## src/rtl/brf_pkg.sv

```systemverilog
package brf_pkg;

    localparam int unsigned TYPE_W = 9;

    typedef struct packed {
        logic no_tx;
        logic in_tx;
        logic abort;
        logic jump;
        logic cond;
        logic ret;
        logic call;
        logic kernel;
        logic user;
    } brtype_t;

    localparam logic [TYPE_W-1:0] FULL_SEL = 9'h07F;

    typedef enum logic [2:0] {
        ST_IDLE,
        ST_READ,
        ST_LATCH,
        ST_CLASS,
        ST_DECIDE,
        ST_DONE
    } walk_st_t;

    function automatic logic sel_is_bypass(logic [TYPE_W-1:0] sel);
        return (sel & FULL_SEL) == FULL_SEL;
    endfunction

    function automatic brtype_t tag_tx(brtype_t t, brtype_t sel, logic rec_intx);
        brtype_t r;
        r = t;
        if ((t != '0) && (sel.in_tx || sel.no_tx)) begin
            if (rec_intx) r.in_tx = 1'b1;
            else          r.no_tx = 1'b1;
        end
        return r;
    endfunction

    function automatic logic type_fits(brtype_t t, brtype_t sel);
        logic [TYPE_W-1:0] tv;
        logic [TYPE_W-1:0] sv;
        tv = t;
        sv = sel;
        return (tv != '0) && ((sv & tv) == tv);
    endfunction

endpackage

```

## src/rtl/brf_judge.sv

```systemverilog
module brf_judge
    import brf_pkg::*;
#(
    parameter int unsigned CNT_W = 4
) (
    input  brtype_t            sel,
    input  brtype_t            typ,
    input  logic               rec_intx,
    input  logic               rec_abort,
    input  logic               bypass,
    input  logic               dedup,
    input  logic               at_first,
    input  logic               prev_kept,
    input  logic [CNT_W-1:0]   wp,
    output logic               keep,
    output logic [CNT_W-1:0]   slot,
    output logic [CNT_W-1:0]   wp_next
);
    logic collapse;

    always_comb begin
        collapse = dedup && rec_abort && !at_first && prev_kept;
        slot     = collapse ? (wp - CNT_W'(1)) : wp;
        keep     = bypass || type_fits(tag_tx(typ, sel, rec_intx), sel);
        wp_next  = slot + CNT_W'(keep);
    end
endmodule

```

## src/rtl/brf_rec_hold.sv

```systemverilog
module brf_rec_hold
    import brf_pkg::*;
#(
    parameter int unsigned VA_W = 32
) (
    input  logic            clk,
    input  logic            rst,
    input  logic            cap_rec,
    input  logic            cap_typ,
    input  logic [VA_W-1:0] in_from,
    input  logic [VA_W-1:0] in_to,
    input  logic            in_abort,
    input  logic            in_intx,
    input  logic [TYPE_W-1:0] in_typ,
    output logic [VA_W-1:0] rec_from,
    output logic [VA_W-1:0] rec_to,
    output logic            rec_abort,
    output logic            rec_intx,
    output brtype_t         typ_q
);
    always_ff @(posedge clk) begin
        if (rst) begin
            rec_from  <= '0;
            rec_to    <= '0;
            rec_abort <= 1'b0;
            rec_intx  <= 1'b0;
            typ_q     <= '0;
        end else begin
            if (cap_rec) begin
                rec_from  <= in_from;
                rec_to    <= in_to;
                rec_abort <= in_abort;
                rec_intx  <= in_intx;
            end
            if (cap_typ) typ_q <= brtype_t'(in_typ);
        end
    end
endmodule

```

## src/rtl/brf_walker.sv

```systemverilog
module brf_walker
    import brf_pkg::*;
#(
    parameter int unsigned CNT_W = 4,
    parameter int unsigned IDX_W = 3
) (
    input  logic               clk,
    input  logic               rst,
    input  logic               start,
    input  logic [TYPE_W-1:0]  sel_in,
    input  logic               dedup_in,
    input  logic [CNT_W-1:0]   count_in,
    input  logic               cls_ack,
    input  logic               keep,
    input  logic [CNT_W-1:0]   slot,
    input  logic [CNT_W-1:0]   wp_next,
    output brtype_t            sel_q,
    output logic               dedup_q,
    output logic               bypass_q,
    output logic [CNT_W-1:0]   cnt_q,
    output logic [CNT_W-1:0]   rp_q,
    output logic [CNT_W-1:0]   wp_q,
    output logic               prev_kept,
    output logic               at_first,
    output logic               busy,
    output logic               cap_rec,
    output logic               cap_typ,
    output logic               done,
    output logic [CNT_W-1:0]   count_out,
    output logic               cls_req,
    output logic               mem_rd,
    output logic               mem_we,
    output logic [IDX_W-1:0]   mem_addr
);
    walk_st_t st;
    logic [CNT_W-1:0] rp_inc;

    assign rp_inc = rp_q + CNT_W'(1);

    always_ff @(posedge clk) begin
        if (rst) begin
            st        <= ST_IDLE;
            sel_q     <= '0;
            dedup_q   <= 1'b0;
            bypass_q  <= 1'b0;
            cnt_q     <= '0;
            rp_q      <= '0;
            wp_q      <= '0;
            prev_kept <= 1'b0;
            count_out <= '0;
        end else begin
            case (st)
                ST_IDLE: if (start) begin
                    sel_q     <= brtype_t'(sel_in);
                    dedup_q   <= dedup_in;
                    bypass_q  <= sel_is_bypass(sel_in);
                    cnt_q     <= count_in;
                    rp_q      <= '0;
                    wp_q      <= '0;
                    prev_kept <= 1'b0;
                    if (count_in == '0) begin
                        count_out <= '0;
                        st        <= ST_DONE;
                    end else begin
                        st <= ST_READ;
                    end
                end
                ST_READ:  st <= ST_LATCH;
                ST_LATCH: st <= bypass_q ? ST_DECIDE : ST_CLASS;
                ST_CLASS: if (cls_ack) st <= ST_DECIDE;
                ST_DECIDE: begin
                    wp_q      <= wp_next;
                    prev_kept <= keep;
                    rp_q      <= rp_inc;
                    if (rp_inc == cnt_q) begin
                        count_out <= wp_next;
                        st        <= ST_DONE;
                    end else begin
                        st <= ST_READ;
                    end
                end
                ST_DONE:  st <= ST_IDLE;
                default:  st <= ST_IDLE;
            endcase
        end
    end

    always_comb begin
        busy     = (st != ST_IDLE);
        cap_rec  = (st == ST_LATCH);
        cls_req  = (st == ST_CLASS);
        cap_typ  = (st == ST_CLASS) && cls_ack;
        done     = (st == ST_DONE);
        mem_rd   = (st == ST_READ);
        mem_we   = (st == ST_DECIDE) && keep && (slot != rp_q);
        mem_addr = (st == ST_DECIDE) ? slot[IDX_W-1:0] : rp_q[IDX_W-1:0];
        at_first = (rp_q == '0);
    end
endmodule

```

## src/rtl/brf_filter_compact.sv

```systemverilog
module brf_filter_compact
    import brf_pkg::*;
#(
    parameter int unsigned DEPTH = 8,
    parameter int unsigned VA_W  = 32,
    parameter int unsigned CNT_W = $clog2(DEPTH + 1),
    parameter int unsigned IDX_W = (DEPTH > 1) ? $clog2(DEPTH) : 1
) (
    input  logic               clk,
    input  logic               rst,
    input  logic               start,
    input  logic [TYPE_W-1:0]  sel_mask,
    input  logic               dedup_en,
    input  logic [CNT_W-1:0]   count_in,
    output logic               done,
    output logic [CNT_W-1:0]   count_out,
    output logic [IDX_W-1:0]   mem_addr,
    output logic               mem_rd,
    input  logic [VA_W-1:0]    mem_rdata_from,
    input  logic [VA_W-1:0]    mem_rdata_to,
    input  logic               mem_rdata_abort,
    input  logic               mem_rdata_intx,
    output logic               mem_we,
    output logic [VA_W-1:0]    mem_wdata_from,
    output logic [VA_W-1:0]    mem_wdata_to,
    output logic               mem_wdata_abort,
    output logic               mem_wdata_intx,
    output logic               cls_req,
    output logic [VA_W-1:0]    cls_from,
    output logic [VA_W-1:0]    cls_to,
    output logic               cls_abort,
    input  logic               cls_ack,
    input  logic [TYPE_W-1:0]  cls_type
);
    brtype_t          sel_q;
    brtype_t          typ_q;
    logic             dedup_q, bypass_q, prev_kept, at_first, busy;
    logic             cap_rec, cap_typ, keep;
    logic [CNT_W-1:0] cnt_q, rp_q, wp_q, slot, wp_next;
    logic [VA_W-1:0]  rec_from, rec_to;
    logic             rec_abort, rec_intx;

    brf_walker #(.CNT_W(CNT_W), .IDX_W(IDX_W)) walk_i (
        .clk(clk), .rst(rst), .start(start), .sel_in(sel_mask),
        .dedup_in(dedup_en), .count_in(count_in), .cls_ack(cls_ack),
        .keep(keep), .slot(slot), .wp_next(wp_next),
        .sel_q(sel_q), .dedup_q(dedup_q), .bypass_q(bypass_q), .cnt_q(cnt_q),
        .rp_q(rp_q), .wp_q(wp_q), .prev_kept(prev_kept), .at_first(at_first),
        .busy(busy), .cap_rec(cap_rec), .cap_typ(cap_typ), .done(done),
        .count_out(count_out), .cls_req(cls_req), .mem_rd(mem_rd),
        .mem_we(mem_we), .mem_addr(mem_addr)
    );

    brf_rec_hold #(.VA_W(VA_W)) hold_i (
        .clk(clk), .rst(rst), .cap_rec(cap_rec), .cap_typ(cap_typ),
        .in_from(mem_rdata_from), .in_to(mem_rdata_to),
        .in_abort(mem_rdata_abort), .in_intx(mem_rdata_intx), .in_typ(cls_type),
        .rec_from(rec_from), .rec_to(rec_to), .rec_abort(rec_abort),
        .rec_intx(rec_intx), .typ_q(typ_q)
    );

    brf_judge #(.CNT_W(CNT_W)) judge_i (
        .sel(sel_q), .typ(typ_q), .rec_intx(rec_intx), .rec_abort(rec_abort),
        .bypass(bypass_q), .dedup(dedup_q), .at_first(at_first),
        .prev_kept(prev_kept), .wp(wp_q), .keep(keep), .slot(slot),
        .wp_next(wp_next)
    );

    assign cls_from        = rec_from;
    assign cls_to          = rec_to;
    assign cls_abort       = rec_abort;
    assign mem_wdata_from  = rec_from;
    assign mem_wdata_to    = rec_to;
    assign mem_wdata_abort = rec_abort;
    assign mem_wdata_intx  = rec_intx;
endmodule

```

## config.mk

```make
export PLATFORM = sky130hd
export DESIGN_NAME = brf_filter_compact
export DESIGN_NICKNAME = d
export VERILOG_FILES = /design/src/rtl/brf_pkg.sv /design/src/rtl/brf_judge.sv /design/src/rtl/brf_rec_hold.sv /design/src/rtl/brf_walker.sv /design/src/rtl/brf_filter_compact.sv
export SDC_FILE = /design/constraint.sdc
export NUM_CORES = 1
export LEC_CHECK = 0
export BUFFER_PORTS_ARGS = -buffer_cell sky130_fd_sc_hd__buf_2
export CORE_MARGIN = 1
export CORE_UTILIZATION = 35
export DETAILED_ROUTE_END_ITERATION = 7
export GPL_TIMING_DRIVEN = 0
export PLACE_DENSITY = 0.66
export SYNTH_ARGS = -nofsm -noshare
export SYNTH_HDL_FRONTEND = slang
export SYNTH_SLANG_ARGS = --single-unit
```

## constraint.sdc

```tcl
create_clock -name clk -period 2 [get_ports clk]
set_input_delay 0 -clock clk [delete_from_list [all_inputs] [get_ports clk]]
set_output_delay 0 -clock clk [all_outputs]
set_load 0.01 [all_outputs]
```

==> results of run 1 <==
## what timing repair did
action | 4_1_cts | 5_1_grt
pin swaps | 3 | 3
endpoints found under the hold margin | 89 | 0
setup buffers | 1 | 3
hold buffers | 89 | 0
gates cloned | 0 | 0
setup endpoints to repair | 28 | 24
resized for setup | 16 | 19
## power groups by stage
stage	Clock (mW)	Sequential [mW]	Combinational, mW
floorplan	0	2.40	0.536
global placement	0	2.37	0.958
detailed placement	0	2.38	0.965
CTS	1.78	2.33	1.11
global route	1.88	2.34	1.23
finish	1.73	2.33	1.12
## cells by family (layout without fill, tap and decap cells)
kind of cell / after synthesis / count (layout) / synth area share (%)
AOI/OAI and AO/OA: 132 / 132 / 15.77
adders and majority gates: 5 / 5 / 1.316
xor gates and xnor gates: 15 / 15 / 2.764
DFF: 106 / 106 / 44.64
and+or+nand+nor: 246 / 246 / 21.35
buffers and inverters: 111 / 453 / 14.16
## synth_stat cells, types with 2 or more instances
master    instances
ha_1              5
a21oi_1          98
inv_1            11
nand3_1           5
nand2_1         191
buf_2             6
and2_1            2
nand2b_1          3
or4_1             2
nor2b_1           4
o21ai_0           8
nor2_1           20
and3_1            3
o22ai_1           4
buf_1             4
dfxtp_1         106
buf_4            66
a22oi_1           2
a211oi_1          2
a22o_1            6
xnor2_1           6
nor3b_1           3
clkbuf_1         23
nand4_1           2
xor2_1            9
nor3_1            5
## area by class of cell
| cell class | count | area share [%] |
|---|---|---|
| multi-input combinational | 398 | 27.44 |
| clock buffer | 13 | 3.219 |
| sequential | 106 | 28.60 |
| timing repair buffer | 327 | 28.08 |
| inverter | 11 | 0.5532 |
| clock inverter | 3 | 0.5365 |
| buffer | 99 | 8.617 |
| tap | 176 | 2.951 |
## registers in the layout (all words and copies together) (netlist names)
name,flops
hold_i.rec_intx,1
hold_i.typ_q,9
walk_i.bypass_q,1
walk_i.rp_q,4
hold_i.rec_from,32
hold_i.rec_to,32
walk_i.st,3
walk_i.dedup_q,1
walk_i.cnt_q,4
walk_i.count_out,4
walk_i.wp_q,4
hold_i.rec_abort,1
walk_i.sel_q,9
walk_i.prev_kept,1
## layer usage
layer | part of all wire, % | up-vias | wire [um] | global-route usage (%)
met5 | 0 | - | 0 | 0
met4 | 1.5 | 0 | 217 | 7.120
met1 | 44 | 2256 | 6460 | 26.14
met2 | 50 | 158 | 7326 | 35.75
li1 | - | 2616 | - | -
met3 | 5.2 | 16 | 771 | 3.909
## how the worst min path moves through the flow
stage | from | slack, ns | cells past startpoint | end
finish | cls_ack | 0.03 | 4 | walk_i.st[1]
global route | cls_ack | 0.06 | 4 | walk_i.st[1]
CTS | cls_ack | 0.01 | 4 | walk_i.st[1]
detailed placement | mem_rdata_from[4] | 0.25 | 3 | hold_i.rec_from[4]
global placement | mem_rdata_from[11] | 0.24 | 3 | hold_i.rec_from[11]
floorplan | sel_mask[3] | 0.14 | 2 | walk_i.sel_q[3]
## through the flow
step	total power, mW	cell area [um2]	TNS [ns]
after global placement	3.332	6145	-0.8348
after floorplan	2.938	4753	0
final	5.181	7463	0
after global routing	5.454	7463	-0.08181
after detailed placement	3.342	6145	-0.9380
after CTS	5.220	7383	0
## critical path: stages, from the launching register on
cell and delay (ns):
dfxtp_2 0.37, inv_1 0.10, ha_4 0.30, xor2_2 0.15, nand3_2 0.11, o32a_1 0.21, o22ai_2 0.16, a21oi_1 0.09
buf_2 0.14
==> impl_metrics.env, run 1 <==
export IMPL_maxSlewViolCount=0
export IMPL_rows=42
export IMPL_core_mm2=0.01324
export IMPL_syn_area_mm2=0.004753
export IMPL_clock_power_share_pct=33.4
export IMPL_synth_edff_count=0
export IMPL_routedWlPerCell_um=13.04
export IMPL_syn_nets=713
export IMPL_syn_avg_cell_area_um2=7.729
export IMPL_placed_cells=1025
export IMPL_skew_ns=0.004657
export IMPL_ios=235
export IMPL_pwr_share_seq_pct=44.9
export IMPL_fin_cells=1133
export IMPL_grt_max_degree=16
export IMPL_yosys_area_top_type="dfxtp_1"
export IMPL_detail_route_antenna_nets=0
export IMPL_crit_type="flip-flop to primary output"
export IMPL_synth_seq_area_share_pct=44.64
export IMPL_numCtsBuffers=9
export IMPL_antenna_cells=0
export IMPL_vias_per_cell=4.454
export IMPL_slew_headroom_pct=45.25
export IMPL_endpoint_kind="primary output"
export IMPL_fill_cells=1239
export IMPL_r2r_start="hold_i.typ_q[5]"
export IMPL_hp_class="input pin to flip-flop"
export IMPL_r2r_slack_ns=0.09
export IMPL_critPathLaunch="walk_i.wp_q[0]"
export IMPL_clock_path_buffers=2
export IMPL_htreeDepth=3
export IMPL_clk_latency_ns=0.35
export IMPL_grt_pass1_vias=4677
export IMPL_drc=0
export IMPL_layout_commonest_cell="buf_2"
export IMPL_cp_start_kind="flip-flop"
export IMPL_synth_main_ff_cell="dfxtp_1"
export IMPL_synth_top_area_share_pct=44.64
export IMPL_cp_required_ns=2.00
export IMPL_ys_types=45
export IMPL_die_w_um=118.5
export IMPL_die_area_mm2=0.01405
export IMPL_finalHoldViolCount=0
export IMPL_p_leak_nw=3.539
export IMPL_switching_share_pct=27.49
export IMPL_synthToLayoutAreaGrowth_pct=57.02
export IMPL_cts_tree="built"
export IMPL_post_route_util_pct=56.36
export IMPL_clk_pin_slew_ns=0.07
export IMPL_pre_cts_ws_ns=-0.1654
export IMPL_area_sequential_mm2=0.002135
export IMPL_synth_async_sr_flop_share_pct=0
export IMPL_drt_first_pass_iters=4
export IMPL_grt_pass1_wl_um=23320
export IMPL_final_layout_size_suffix_gt1_share_pct=36.99
export IMPL_setup_worst_path_end="mem_we"
export IMPL_switchingPower_mw=1.424
export IMPL_r2r_cells=7
export IMPL_gp_congestion=0.8007
export IMPL_mostFrequentLayoutCells="buf_2, nand2_1, dfxtp_1"
export IMPL_grt_overflow_total=0
export IMPL_fmax_mhz=506.6
export IMPL_setup_viol=0
export IMPL_synthTopCellsByArea="dfxtp_1, nand2_1, buf_4"
export IMPL_worstReg2RegEnd="walk_i.wp_q[1]"
export IMPL_grtUsageTotal_pct=20.87
export IMPL_initial_core_util_pct=35.89
export IMPL_grt_setup_unrepaired="true"
export IMPL_cellPowerDensity_mw_per_mm2=694.1
export IMPL_yosysWarnings=0
export IMPL_root_buffer="clkbuf_16"
export IMPL_hpwlAfterDp_um=10300
export IMPL_port_buffers=234
export IMPL_peakVddDrop_uv=332.6
export IMPL_synthCells=615
export IMPL_drt_wl_total_um=14780
export IMPL_vias=5046
export IMPL_first_iter_violations=316
export IMPL_nets=1050
export IMPL_multi_input_area_mm2=0.002048
export IMPL_final_min_clock_period_ns=1.974
export IMPL_cap_violations=0
export IMPL_arrival_ns=1.97
export IMPL_post_route_period_util_pct=98.69
export IMPL_tightest_slew_ns=0.8212
export IMPL_status="finished clean"
export IMPL_fp_dieH_um=118.5
export IMPL_intPower_mw=3.756
export IMPL_antenna_found_initial=0
export IMPL_ys_ff_latch=106
export IMPL_comb_power_share_pct=21.6
export IMPL_whs_ns=0.03263
export IMPL_cts_sinks=106
export IMPL_setup_ws_ns=0.02619
export IMPL_path_max_fanout=4
(Power assumes the default switching activity.)
==> run 2, diff against run 1 <==
--- a/config.mk
+++ b/config.mk
@@ -9,4 +9,5 @@
 export CORE_MARGIN = 1
 export CORE_UTILIZATION = 35
+export CTS_BUF_LIST = sky130_fd_sc_hd__clkbuf_8
 export DETAILED_ROUTE_END_ITERATION = 7
 export GPL_TIMING_DRIVEN = 0
==> constraint.sdc (replaced) <==
create_clock -name clk -period 2 [get_ports clk]
set_input_delay 0 -clock clk [delete_from_list [all_inputs] [get_ports clk]]
set_output_delay 0 -clock clk [all_outputs]
set_load 0.1 [all_outputs]
==> impl_metrics.env, run 2 (synthesized netlist as in run 1, its figures left out) <==
export IMPL_detail_route_antenna_nets=0
export IMPL_rows=42
export IMPL_arrival_ns=2.29
export IMPL_clk_pin_slew_ns=0.09
export IMPL_core_mm2=0.01324
export IMPL_mostFrequentLayoutCells="buf_2, nand2_1, dfxtp_1"
export IMPL_hpwlAfterDp_um=10330
export IMPL_grtUsageTotal_pct=20.90
export IMPL_grt_pass1_wl_um=23350
export IMPL_cap_violations=0
export IMPL_grt_setup_unrepaired="true"
export IMPL_cp_required_ns=2.25
export IMPL_placed_cells=1025
export IMPL_failed_checks="negative setup slack"
export IMPL_drt_first_pass_iters=5
export IMPL_clk_latency_ns=0.38
export IMPL_hp_class="input pin to flip-flop"
export IMPL_setup_ws_ns=-0.03254
export IMPL_area_sequential_mm2=0.002142
export IMPL_peakVddDrop_uv=419.4
export IMPL_ios=235
export IMPL_final_min_clock_period_ns=2.033
export IMPL_numCtsBuffers=9
export IMPL_clock_path_buffers=2
export IMPL_die_area_mm2=0.01405
export IMPL_antenna_cells=0
export IMPL_p_leak_nw=3.602
export IMPL_drt_wl_total_um=15050
export IMPL_final_layout_size_suffix_gt1_share_pct=38.82
export IMPL_fill_cells=1251
export IMPL_die_w_um=118.5
export IMPL_cellPowerDensity_mw_per_mm2=834.8
export IMPL_grt_overflow_total=0
export IMPL_fin_cells=1142
export IMPL_status="complete, but fails checks"
export IMPL_finalHoldViolCount=0
export IMPL_setup_viol=2
export IMPL_port_buffers=234
export IMPL_first_iter_violations=235
export IMPL_drc=0
export IMPL_synthToLayoutAreaGrowth_pct=59.94
export IMPL_htreeDepth=3
export IMPL_skew_ns=0.01167
export IMPL_vias=5169
export IMPL_reg_top3="hold_i.rec_from: 32 flops, hold_i.rec_to: 32 flops"
export IMPL_cts_sinks=106
export IMPL_multi_input_area_mm2=0.002076
export IMPL_cts_tree="built"
export IMPL_vias_per_cell=4.526
export IMPL_gp_congestion=0.7893
export IMPL_slew_headroom_pct=47.30
export IMPL_antenna_found_initial=0
export IMPL_cp_start_kind="flip-flop"
export IMPL_initial_core_util_pct=35.89
export IMPL_nets=1059
export IMPL_routedWlPerCell_um=13.18
export IMPL_tightest_slew_ns=0.7823
export IMPL_grt_pass1_vias=4748
export IMPL_root_buffer="clkbuf_8"
export IMPL_path_max_fanout=5
export IMPL_post_route_util_pct=57.41
export IMPL_crit_type="flip-flop to flip-flop"
export IMPL_layout_commonest_cell="buf_2"
export IMPL_endpoint_kind="flip-flop"
export IMPL_maxSlewViolCount=0
export IMPL_post_route_period_util_pct=101.6
export IMPL_grt_max_degree=17
export IMPL_fp_dieH_um=118.5
export IMPL_fmax_mhz=492.0
run 2: cell count changes in the layout (fill, tap and decap cells not counted), sizes merged:
cell         delta
buf             +8
bufinv          +2
clkbuf          -2
clkinv          -2
clkinvlp        +1
dlygate4sd3     +1
inv             +1
run 2: routing by layer:
| metal | share of wire [%] | GRT usage (%) |
|---|---|---|
| met1 | 43 | 24.98 |
| met2 | 50 | 37.32 |
| met3 | 5.4 | 3.378 |
| met4 | 1.7 | 7.911 |
| met5 | 0 | 0 |
run 2: area by class of cell:
class                      count  share of cell area, %
timing repair buffer         336                  29.23
sequential                   106                  28.18
multi-input combinational    398                  27.30
buffer                        99                  8.460
tap                          176                  2.897
clock buffer                  11                  1.991
clock inverter                 5                  1.333
inverter                      11                 0.6090
run 2: what timing repair did:
action | 4_1_cts | 5_1_grt
pin swaps | 7 | 8
endpoints found under the setup margin | 31 | 30
resized for setup | 37 | 17
endpoints found under the hold margin | 90 | 0
buffers inserted | 5 | 7
hold buffers | 90 | 0
gates cloned | 0 | 0
run 2: path summary, 6_finish.rpt:
path / slack, ns / cells past startpoint / end / from
hold reg to reg: 0.46 / 2 / walk_i.sel_q[3] / walk_i.sel_q[3]
setup / recovery: -0.03 / 11 / walk_i.wp_q[1] / walk_i.rp_q[0]
setup reg to reg: -0.03 / 11 / walk_i.wp_q[1] / walk_i.rp_q[0]
hold / removal: 0.07 / 3 / walk_i.wp_q[3] / rst
run 2: per-stage QoR:
step                      setup TNS (ns)  area, um2  hold WS (ns)  setup slack, ns  power [mW]
final                           -0.04824       7602       0.07307         -0.03254       6.346
after CTS                        -0.1390       7496       0.04143         -0.06194       6.388
after global routing             -0.7529       7602       0.07520          -0.1375       6.615
after floorplan                 -0.02098       4792        0.1257         -0.02098       4.204
after detailed placement          -1.251       6183        0.2399         -0.07944       4.606
after global placement            -1.519       6183        0.2341         -0.08633       4.594
run 2: where the power goes:
part	internal [mW]	switching, mW
clock network	0.896	0.742
logic	0.558	1.83
registers	2.23	0.0931
total	3.68	2.66
run 2: worst max-delay path: stages, from the launching register on:
cell and delay (ns):
dfxtp_2 0.35, buf_8 0.10, inv_4 0.03, ha_4 0.14
a21oi_4 0.20, buf_4 0.15, buf_4 0.12, xnor2_2 0.12
ha_2 0.21, ha_1 0.25, a22oi_2 0.18, nor2_1 0.05
==> run 3, diff against run 2 <==
CORE_UTILIZATION = 43   (was 35)
CTS_CLUSTER_SIZE = 10   (was not set)
PLACE_DENSITY = 0.79   (was 0.66)
REMOVE_ABC_BUFFERS = 1   (was not set)
==> impl_metrics.env, run 3 (synthesized netlist as in run 1, its figures left out) <==
export IMPL_status="complete, but fails checks"
export IMPL_failed_checks="negative setup slack"
export IMPL_p_total_mw=6.184
export IMPL_clk_latency_ns=0.38
export IMPL_clk_pin_slew_ns=0.09
export IMPL_drt_first_pass_iters=4
export IMPL_drc=0
export IMPL_switching_share_pct=42.98
export IMPL_setup_viol=1
export IMPL_post_route_period_util_pct=100.7
export IMPL_grt_max_degree=56
export IMPL_first_iter_violations=220
export IMPL_fp_dieH_um=107.1
export IMPL_grt_setup_unrepaired="true"
export IMPL_reg_top3="hold_i.rec_from: 32 flops, hold_i.rec_to: 32 flops"
export IMPL_fmax_mhz=496.6
export IMPL_setup_ws_ns=-0.01349
export IMPL_path_max_fanout=6
export IMPL_slew_headroom_pct=51.95
export IMPL_clock_power_share_pct=25.4
export IMPL_peakVddDrop_uv=812.9
export IMPL_antenna_found_initial=0
export IMPL_cp_start_kind="flip-flop"
export IMPL_post_route_util_pct=64.00
export IMPL_vias_per_cell=4.970
export IMPL_grtUsageTotal_pct=24.91
export IMPL_pwr_share_seq_pct=37.9
export IMPL_nets=958
export IMPL_die_w_um=107.1
export IMPL_hpwlAfterDp_um=8905
export IMPL_skew_ns=0.01124
export IMPL_final_layout_size_suffix_gt1_share_pct=33.80
export IMPL_grt_pass1_wl_um=22450
export IMPL_grt_overflow_total=0
export IMPL_grt_pass1_vias=4746
export IMPL_cts_sinks=106
export IMPL_fill_cells=839
export IMPL_whs_ns=0.1108
export IMPL_postLayoutCellArea_mm2=0.006908
export IMPL_vias=4990
export IMPL_final_min_clock_period_ns=2.013
export IMPL_numCtsBuffers=9
export IMPL_drt_wl_total_um=14790
export IMPL_ios=235
export IMPL_detail_route_antenna_nets=0
export IMPL_p_leak_nw=3.153
export IMPL_rows=38
export IMPL_layout_commonest_cell="buf_2"
export IMPL_switchingPower_mw=2.658
export IMPL_placed_cells=892
export IMPL_synthToLayoutAreaGrowth_pct=45.33
export IMPL_timing_setup_tns_ns=-0.01349
export IMPL_port_buffers=234
export IMPL_cp_required_ns=2.00
export IMPL_antenna_cells=0
export IMPL_root_buffer="clkbuf_8"
export IMPL_cts_tree="built"
export IMPL_core_mm2=0.01079
export IMPL_finalHoldViolCount=0
export IMPL_comb_power_share_pct=36.7
export IMPL_intPower_mw=3.526
export IMPL_maxSlewViolCount=0
export IMPL_initial_core_util_pct=44.04
export IMPL_endpoint_kind="primary output"
export IMPL_gp_congestion=0.8261
export IMPL_clock_path_buffers=2
export IMPL_arrival_ns=2.01
export IMPL_mostFrequentLayoutCells="buf_2, nand2_1, a21oi_1"
export IMPL_cellPowerDensity_mw_per_mm2=895.2
export IMPL_hp_class="input pin to flip-flop"
export IMPL_routedWlPerCell_um=14.73
export IMPL_cap_violations=0
export IMPL_pre_cts_ws_ns=-0.1905
export IMPL_fin_cells=1004
export IMPL_tightest_slew_ns=0.7132
export IMPL_htreeDepth=3
export IMPL_crit_type="flip-flop to primary output"
export IMPL_placed_area_mm2=0.005540
export IMPL_die_area_mm2=0.01148
## run 3: cell types whose count changed in the layout (fill, tap and decap cells not counted), moves of 3 or more
cell      change
buf_1         -4
buf_4        -71
dfxtp_1       -3
buf_2         -7
buf_6         +5
dfxtp_2       +4
clkbuf_2      -4
clkbuf_1     -18
## run 3: power by group through the flow
stage	clock network [mW]	registers, mW	logic, mW
final	1.57	2.34	2.27
after CTS	1.61	2.34	2.23
after global routing	1.68	2.36	2.36
after detailed placement	0	2.39	2.08
after floorplan	0	3.67	0.356
after global placement	0	2.38	2.05
## run 3: what timing repair did
action | 4_1_cts | 5_1_grt
setup buffers | 4 | 3
hold endpoints to repair | 90 | 0
endpoints found under the setup margin | 20 | 43
gates resized for setup | 20 | 25
pin swaps | 5 | 12
hold buffers | 90 | 0
## run 3: worst paths after layout
check,from,slack [ns],end,cells after the start
worst max-delay path,walk_i.wp_q[1],-0.01,mem_we,8
worst max register to register,walk_i.rp_q[0],0.02,walk_i.count_out[2],8
worst min-delay path,rst,0.11,walk_i.bypass_q,2
worst min register to register,hold_i.typ_q[2],0.46,hold_i.typ_q[2],2
## run 3: area by class of cell
class                           count  area [um2]  share of cell area [%]
Timing Repair Buffer              334        2216                   32.08
Clock inverter                      6       115.1                   1.666
Inverter                           11       41.29                  0.5977
Tap cell                          140       175.2                   2.536
Multi-Input combinational cell    398        2093                   30.30
Clock buffer                        9       123.9                   1.793
Sequential cell                   106        2143                   31.03
## run 3: critical path, cell delays in order, from the launching register on
cell,delay (ns)
dfxtp_2,0.40
inv_1,0.09
ha_4,0.29
xor2_1,0.14
nand3_1,0.11
o32a_1,0.17
o22ai_1,0.16
a21oi_1,0.10
buf_6,0.19
## run 3: layer usage
layer	vias to the layer above	GRT usage [%]	routed length, um
met1	2297	27.94	5750
met2	224	44.01	7636
met4	0	10.76	394
met5	-	0	0
met3	32	6.809	1011
li1	2437	-	-
